[src/rtl/wpu_pkg.sv]
package wpu_pkg;
  localparam int KEY_AW = 15;

  typedef logic [KEY_AW-1:0] key_addr_t;
  typedef logic [7:0]        key_byte_t;

  // matcher position: number of key writes already matched
  typedef enum logic [2:0] {
    SEQ_IDLE = 3'd0,
    SEQ_K1   = 3'd1,
    SEQ_K2   = 3'd2,
    SEQ_D3   = 3'd3,
    SEQ_D4   = 3'd4,
    SEQ_D5   = 3'd5
  } seq_t;

  localparam key_addr_t KA_ODD  = 15'h5555;
  localparam key_addr_t KA_EVEN = 15'h2AAA;
  localparam key_byte_t KB_OPEN  = 8'hAA;
  localparam key_byte_t KB_TWO   = 8'h55;
  localparam key_byte_t KB_ARM   = 8'hA0;
  localparam key_byte_t KB_ESC   = 8'h80;
  localparam key_byte_t KB_CLEAR = 8'h20;

  typedef struct packed {
    logic hit;
    logic arm_done;
    logic clear_done;
    seq_t nxt;
  } match_t;
endpackage

[src/rtl/wpu_key_match.sv]
module wpu_key_match
  import wpu_pkg::*;
(
  input  seq_t      cur,
  input  key_addr_t addr,
  input  key_byte_t data,
  output match_t    res
);
  logic at_odd, at_even;

  assign at_odd  = (addr == KA_ODD);
  assign at_even = (addr == KA_EVEN);

  always_comb begin
    res = '{hit: 1'b0, arm_done: 1'b0, clear_done: 1'b0, nxt: SEQ_IDLE};
    unique case (cur)
      SEQ_IDLE, SEQ_D3: begin
        if (at_odd && data == KB_OPEN) begin
          res.hit = 1'b1;
          res.nxt = (cur == SEQ_IDLE) ? SEQ_K1 : SEQ_D4;
        end
      end
      SEQ_K1, SEQ_D4: begin
        if (at_even && data == KB_TWO) begin
          res.hit = 1'b1;
          res.nxt = (cur == SEQ_K1) ? SEQ_K2 : SEQ_D5;
        end
      end
      SEQ_K2: begin
        if (at_odd && data == KB_ARM) begin
          res.hit      = 1'b1;
          res.arm_done = 1'b1;
        end else if (at_odd && data == KB_ESC) begin
          res.hit = 1'b1;
          res.nxt = SEQ_D3;
        end
      end
      SEQ_D5: begin
        if (at_odd && data == KB_CLEAR) begin
          res.hit        = 1'b1;
          res.clear_done = 1'b1;
        end
      end
      default: res.hit = 1'b0;
    endcase
  end
endmodule

[src/rtl/wpu_load_window.sv]
module wpu_load_window #(
  parameter int WIN_CYCLES = 5000
) (
  input  logic clk,
  input  logic rst_n,
  input  logic load,
  output logic expire
);
  localparam int CW = $clog2(WIN_CYCLES + 1);
  localparam logic [CW-1:0] CNT_FULL = CW'(WIN_CYCLES);
  localparam logic [CW-1:0] CNT_ONE  = CW'(1);

  logic [CW-1:0] cnt_q, cnt_d;
  logic          cnt_en;

  always_comb begin
    cnt_d = cnt_q;
    if (load)
      cnt_d = CNT_FULL;
    else if (cnt_q != '0)
      cnt_d = cnt_q - CNT_ONE;
  end

  assign cnt_en = load || (cnt_q != '0);
  assign expire = !load && (cnt_q == CNT_ONE);

  always_ff @(posedge clk or negedge rst_n) begin
    if (!rst_n)
      cnt_q <= '0;
    else if (cnt_en)
      cnt_q <= cnt_d;
  end
endmodule

[src/rtl/wpu_cmd_guard.sv]
module wpu_cmd_guard
  import wpu_pkg::*;
#(
  parameter int ADDR_W     = 16,
  parameter int WIN_CYCLES = 5000
) (
  input  logic              clk,
  input  logic              rst_n,
  input  logic              wr_valid,
  input  logic [ADDR_W-1:0] wr_addr,
  input  logic [7:0]        wr_data,
  output logic              prot_on,
  output logic              wr_permit,
  output logic              wr_discard
);
  seq_t      seq_q, seq_d;
  logic      grant_q, grant_d;
  logic      prot_q, prot_d;
  logic      win_expire;
  logic      upd_en;
  key_addr_t key_addr;
  match_t    mres;

  assign key_addr = wr_addr[KEY_AW-1:0];

  wpu_key_match u_match (
    .cur  (seq_q),
    .addr (key_addr),
    .data (wr_data),
    .res  (mres)
  );

  wpu_load_window #(.WIN_CYCLES(WIN_CYCLES)) u_window (
    .clk    (clk),
    .rst_n  (rst_n),
    .load   (wr_valid),
    .expire (win_expire)
  );

  assign wr_discard = wr_valid && mres.hit;
  assign wr_permit  = wr_valid && !mres.hit && (!prot_q || grant_q);
  assign prot_on    = prot_q;

  always_comb begin
    seq_d   = seq_q;
    grant_d = grant_q;
    prot_d  = prot_q;
    if (win_expire) begin
      seq_d   = SEQ_IDLE;
      grant_d = 1'b0;
    end
    if (wr_valid) begin
      if (mres.hit) begin
        seq_d = mres.nxt;
        if (mres.arm_done) begin
          prot_d  = 1'b1;
          grant_d = 1'b1;
        end
        if (mres.clear_done) begin
          prot_d  = 1'b0;
          grant_d = 1'b0;
        end
      end else begin
        seq_d = SEQ_IDLE;
      end
    end
  end

  assign upd_en = wr_valid || win_expire;

  always_ff @(posedge clk or negedge rst_n) begin
    if (!rst_n) begin
      seq_q   <= SEQ_IDLE;
      grant_q <= 1'b0;
      prot_q  <= 1'b0;
    end else if (upd_en) begin
      seq_q   <= seq_d;
      grant_q <= grant_d;
      prot_q  <= prot_d;
    end
  end
endmodule

[config.mk]
export PLATFORM = sky130hd
export DESIGN_NAME = wpu_cmd_guard
export DESIGN_NICKNAME = d
export VERILOG_FILES = /design/src/rtl/wpu_pkg.sv /design/src/rtl/wpu_key_match.sv /design/src/rtl/wpu_load_window.sv /design/src/rtl/wpu_cmd_guard.sv
export SDC_FILE = /design/constraint.sdc
export NUM_CORES = 1
export LEC_CHECK = 0
export BUFFER_PORTS_ARGS = -buffer_cell sky130_fd_sc_hd__buf_4
export CAP_MARGIN = 20
export CORE_ASPECT_RATIO = 0.6
export CORE_MARGIN = 2
export CORE_UTILIZATION = 32
export CTS_CLUSTER_DIAMETER = 120
export DETAILED_ROUTE_END_ITERATION = 8
export GPL_ROUTABILITY_DRIVEN = 1
export GPL_TIMING_DRIVEN = 0
export SLEW_MARGIN = 25
export SYNTH_ARGS = -nofsm -noshare
export SYNTH_HDL_FRONTEND = slang
export SYNTH_SLANG_ARGS = --single-unit
[constraint.sdc]
create_clock -name clk -period 2.2 [get_ports clk]
set_input_delay 0.11 -clock clk [delete_from_list [all_inputs] [get_ports clk]]
set_output_delay 0.11 -clock clk [all_outputs]
set_load 0.1 [all_outputs]
==> results.yml, run 1 <==
grt:
  grt_antenna_before_repair: 0
  grt_pass1_wl_um: 4880
  gr-total-overflow: 0
  grt_pass1_vias: 1032
  grt_usage_pct: 14.1
  grt_max_degree: 19
detailed_routing:
  dr.first_iter.drc_count: 113
  wl_um: 3230
  antenna_left: 0
  vias: 1246
  drc: 0
  vias_per_cell: 5.72
  drt_pre_antenna_iters: 4
  wl_per_cell_um: 14.8
die:
  ios: 30
  die_y_um: 52.4
  die-area_mm2: 0.00444
  fp.dieW_um: 84.7
  num_rows: 17
  initial_core_util_pct: 33.8
  coreArea_mm2: 0.00370
timing:
  period_needed_ps: 2170
  worstMarginPinSlew_ps: 435
  rsz0062_at_grt: "true"
  slew_viol_final: 0
  max_freq_ghz: 0.461
  finalSetupViolCount: 0
  max_slew_margin_pct: 70.8
  timing.final.crit_share_pct: 98.5
  clock_skew_ps: 5.47
  hold_viol_final: 0
  holdWs_ps: 199
power_and_ir_drop:
  pwr-share-clk_pct: 29.9
  power_density_mw_per_mm2: 472
  p_sw_share_pct: 27.9
  seq_power_share_pct: 49.7
  comb_power_share_pct: 20.4
  power_leakage_uw: 0.000642
  switching_power_uw: 210
  p_int_uw: 545
  irDropWorstVdd_mv: 0.269
final_layout:
  layout_common_cells: "buf_4 (26), dfrtp_1 (18), nor2_1 (14)"
  stdcell_count: 218
  final_nets: 203
  utilization_pct: 43.2
  area.growth.synth_to_final_pct: 27.9
  drive_gt1_share_pct: 24.6
  fillers: 361
  antennaDiodeCount: 0
  final_common_cell: "buf_4"
synth:
  syn-cell-area_mm2: 0.00125
  yosys_warnings: 0
  ys_seq_elements: 18
  synthesis.nets: 171
  synth_cell_types: 44
  synth_area_leaders: "dfrtp_1 (36%), nor2_1 (4.2%), nor4bb_1 (4.0%)"
  synthCells: 141
  synth_top_area_share_pct: 36.0
  async_reset_ff_share_pct: 100
  synthFlopType: "dfrtp_1"
  synth_edf_count: 0
  synth_top_area_cell: "dfrtp_1"
  postSynthAreaPerCell_um2: 8.87
  synth-seq-area-share_pct: 36.0
clock_tree:
  cts-root-buf: "clkbuf_8"
  clockBufferDepth: 2
  clock_latency_ps: 250
  numCtsBuffers: 3
  path_clk_slew_ps: 60
  cts_tree: "yes"
  cts_sinks: 18
  htree_num_levels: 1
flow_run:
  cap_violations: 0
worst_setup_path:
  cp_cell_sequence: "clkbuf_1 -> nor4_4 -> nand4_1 -> nor3_2 -> a21oi_2 -> and3_1 -> buf_4"
  cp.arrival_ps: 2060
  cp.required_ps: 2090
  crit_path_start_kind: "register"
  ff2ff_setup_slack_ps: 200
  criticalPathCategory: "reg -> out"
  cpMaxStageDelayCell: "dfrtp_1"
  worstPathMaxFanout: 7
  end_kind: "output port"
  slowest_delay_ps: 360
min_path:
  hold_path.class: "in -> reg"
placed_design:
  gp_congestion: 0.881
  dp.cells: 215
  dp_hpwl_um: 2510
  port_buffers: 27
status:
  status: "complete, no violations"
==> worst max-delay path, delay by kind of cell, from the launching register on <==
family          cells  cell delay, ps
simple gates        4             930
flops               1             360
compound gates      1              90
buf+inv             2             430
==> worst paths after layout <==
check | startpoint | endpoint | cells past startpoint
max | seq_q[1] | wr_permit | 7
min | wr_valid | seq_q[2] | 4
max reg2reg | u_window.cnt_q[0] | u_window.cnt_q[8] | 7
min reg2reg | grant_q | grant_q | 1
max in group asynchronous | rst_n | u_window.cnt_q[12] | 2
min in group asynchronous | rst_n | u_window.cnt_q[3] | 2
==> state kept, by name, summed over array words and instances (netlist names) <==
signal and flops:
grant_q 1, prot_on 1, u_window.cnt_q 13, seq_q 3
==> power by group through the flow <==
stage               Combinational (µW)  Clock [µW]  Sequential [µW]
floorplan                         86.2           0              376
global placement                   145           0              381
detailed placement                 148           0              382
CTS                                153         231              376
global route                       170         241              379
finish                             154         226              376
==> synth_stat cells (2+ instances only) <==
cell type	count
and3_1	7
xnor2_1	3
nor3_1	8
a31oi_1	2
nand2_1	11
nand3b_1	2
a21oi_1	5
nor4_1	3
or3_1	3
nand4_1	5
nand2b_1	2
nor3b_1	2
and4b_1	2
nand4b_1	2
nor2b_1	2
xor2_1	5
nor2_1	14
a211o_1	2
nand3_1	5
clkbuf_1	3
inv_1	3
buf_2	3
nor4bb_1	5
o21ai_1	3
ha_1	3
dfrtp_1	18
==> cell families after synthesis <==
group,count (synthesis),synth area share [%]
buffers and inverters,9,3.00
adders and majority gates,3,3.00
muxes,1,0.800
xor gates and xnor gates,8,5.60
AOI/OAI and AO/OA,23,13.2
and+or+nand+nor,79,38.4
DFF,18,36.0
==> area by class of cell <==
type                            instances  area [µm²]  share of cell area [%]
Clock buffer                            3        41.3                    2.58
Sequential cell                        18         450                    28.1
Inverter                                3        11.3                   0.704
Buffer                                  5        22.5                    1.41
Timing Repair Buffer                   28         216                    13.5
Tap cell                               47        58.8                    3.67
Multi-Input combinational cell        114         800                    50.0
==> timing repair <==
item                       CTS  global route
pin swaps                    0             0
setup endpoints to repair    2             6
resized for setup            3             3
hold endpoints to repair    18             0
buffers inserted             0             0
hold buffers                 1             0
==> through the flow <==
step	worst slack, ps	total power (µW)	TNS [ps]	instance area [µm²]
global placement	14.9	526	0	1520
global route	-81.4	790	-96.1	1600
CTS	22.7	759	0	1590
detailed placement	-4.76	530	-4.76	1520
floorplan	97.4	462	0	1260
finish	32.7	756	0	1600
==> layer usage <==
layer  GRT usage [%]  up-vias  routed length (µm)
li1                -      592                   -
met1            22.5      601                1650
met5               0        -                   0
met3            3.94        2                 238
met4            2.12        0                   4
met2            18.4       51                1340
(Power assumes the default switching activity.)
==> inputs of run 2 (changes only) <==
--- a/config.mk
+++ b/config.mk
@@ -7,13 +7,14 @@
 export LEC_CHECK = 0
 export BUFFER_PORTS_ARGS = -buffer_cell sky130_fd_sc_hd__buf_4
 export CAP_MARGIN = 20
-export CORE_ASPECT_RATIO = 0.6
+export CORE_ASPECT_RATIO = 0.8
 export CORE_MARGIN = 2
-export CORE_UTILIZATION = 32
+export CORE_UTILIZATION = 40
 export CTS_CLUSTER_DIAMETER = 120
 export DETAILED_ROUTE_END_ITERATION = 8
 export GPL_ROUTABILITY_DRIVEN = 1
 export GPL_TIMING_DRIVEN = 0
+export PLACE_DENSITY_LB_ADDON = 0.15
 export SLEW_MARGIN = 25
 export SYNTH_ARGS = -nofsm -noshare
 export SYNTH_HDL_FRONTEND = slang
==> results.yml, run 2 (same netlist as run 1, synthesis figures left out) <==
status:
  status: "complete, no violations"
final_layout:
  layout_common_cells: "buf_4 (28), dfrtp_1 (17), nor2_1 (14)"
  final_nets: 204
  largest_reg_flops: 13
  final_common_cell: "buf_4"
  fillers: 285
  drive_gt1_share_pct: 27.2
  regMostFlops: "u_window.cnt_q"
  stdcell_count: 213
  antennaDiodeCount: 0
  reg_top3: "u_window.cnt_q (13), seq_q (3)"
  area.growth.synth_to_final_pct: 29.8
timing:
  max_freq_ghz: 0.484
  clock_skew_ps: 3.22
  finalSetupViolCount: 0
  timing.final.crit_share_pct: 93.9
  slew_viol_final: 0
  worst_slack_ps: 135
  worstMarginPinSlew_ps: 441
  hold_viol_final: 0
  period_needed_ps: 2060
  max_slew_margin_pct: 70.6
clock_tree:
  cts_tree: "yes"
  cts_sinks: 18
  htree_num_levels: 1
  clock_latency_ps: 250
  numCtsBuffers: 3
  clockBufferDepth: 2
  cts-root-buf: "clkbuf_8"
  path_clk_slew_ps: 70
grt:
  grt_max_degree: 19
  grt_pass1_vias: 1134
  gr-total-overflow: 0
  grt_antenna_before_repair: 0
  grt_usage_pct: 18.6
  grt_pass1_wl_um: 5020
placed_design:
  dp_slack_ps: 67.3
  port_buffers: 27
  gp_congestion: 0.803
  dp.cells: 208
  dp_hpwl_um: 2280
die:
  num_rows: 18
  ios: 30
  die-area_mm2: 0.00359
  die_y_um: 54.0
  initial_core_util_pct: 41.2
  fp.dieW_um: 66.5
  coreArea_mm2: 0.00304
worst_setup_path:
  ff2ff_setup_slack_ps: 230
  cp_cell_sequence: "nor4_4 -> buf_4 -> nand4_1 -> nand3_1 -> a21oi_2 -> and3_1 -> buf_4"
  slowest_delay_ps: 460
  criticalPathCategory: "reg -> out"
  cpMaxStageDelayCell: "dfrtp_2"
  endpoint: "wr_permit"
  cp.required_ps: 2090
  worstPathMaxFanout: 7
  rr_endpoint: "u_window.cnt_q[8]"
  reg2reg_depth: 7
  critPathTopFamily: "simple AND/OR/NAND/NOR gates"
  end_kind: "output port"
  cp.arrival_ps: 1950
  crit_path_start_kind: "register"
  crit_buf_inv: 2
  cpMostUsedCell: "buf_4"
  critical_path_depth: 7
  critPathLaunch: "seq_q[1]"
  r2r-start: "u_window.cnt_q[0]"
detailed_routing:
  vias: 1206
  drt_pre_antenna_iters: 4
  vias_per_cell: 5.66
  wl_per_cell_um: 14.1
  wl_um: 3010
  drc: 0
  antenna_left: 0
  dr.first_iter.drc_count: 51
min_path:
  min_from: "wr_valid"
  hold_path.class: "in -> reg"
power_and_ir_drop:
  power_leakage_uw: 0.000658
  power_density_mw_per_mm2: 488
  irDropWorstVdd_mv: 0.213
flow_run:
  cap_violations: 0
## run 2: final cells by class
class | instances | area (µm²) | area share (%)
multi-input combinational | 114 | 802 | 49.4
sequential | 18 | 452 | 27.8
timing repair buffer | 30 | 235 | 14.5
clock buffer | 4 | 55.1 | 3.39
tap | 40 | 50.0 | 3.08
buffer | 4 | 18.8 | 1.16
inverter | 3 | 11.3 | 0.693
## run 2: where the power goes
| part | switching (µW) | leakage [µW] | total (µW) | internal, µW |
|---|---|---|---|---|
| registers | 28.4 | 0.000221 | 376 | 348 |
| clock network | 105 | 0.0000288 | 263 | 159 |
| logic | 77.1 | 0.000408 | 154 | 76.4 |
| total | 210 | 0.000658 | 793 | 583 |
## run 2: worst min path at each step
stage / endpoint / slack [ps] / cells past startpoint
global route: seq_q[1] / 190 / 4
CTS: seq_q[2] / 170 / 4
finish: seq_q[2] / 170 / 4
floorplan: grant_q / -190 / 0
detailed placement: u_window.cnt_q[5] / -7 / 1
global placement: u_window.cnt_q[11] / -10 / 1
## run 2: what timing repair did
item / in CTS / in global routing
buffers inserted: 0 / 2
endpoints found under the setup margin: 2 / 6
hold endpoints to repair: 18 / 0
pin swaps: 0 / 3
hold buffers: 1 / 0
resized for setup: 3 / 6
## run 2: through the flow
| stage | total power (µW) | util, % | TNS [ps] | instance area, µm² | hold WS [ps] |
|---|---|---|---|---|---|
| 6_report | 793 | 53.4 | 0 | 1620 | 172 |
| 5_1_grt | 839 | 53.4 | -30.2 | 1620 | 192 |
| 4_1_cts | 800 | 52.4 | 0 | 1590 | 173 |
| 3_5_place_dp | 528 | 49.7 | 0 | 1510 | -6.71 |
| 3_3_place_gp | 523 | 49.7 | 0 | 1510 | -13.2 |
| 2_1_floorplan | 462 | - | 0 | 1260 | -186 |
## run 2: per-layer routing
metal,track usage (%),vias to the layer above,wire length [µm],share of wire [%]
met4,6.12,0,19,0.63
met1,24.3,569,1410,47
met2,30.7,40,1420,47
met5,0,-,0,0
met3,4.39,2,160,5.3
li1,-,595,-,-
## run 2: tightest hold or removal path, stage by stage
cell	delay (ps)
buf_4	90
a31oi_1	70
nand2_1	70
nand2_1	40
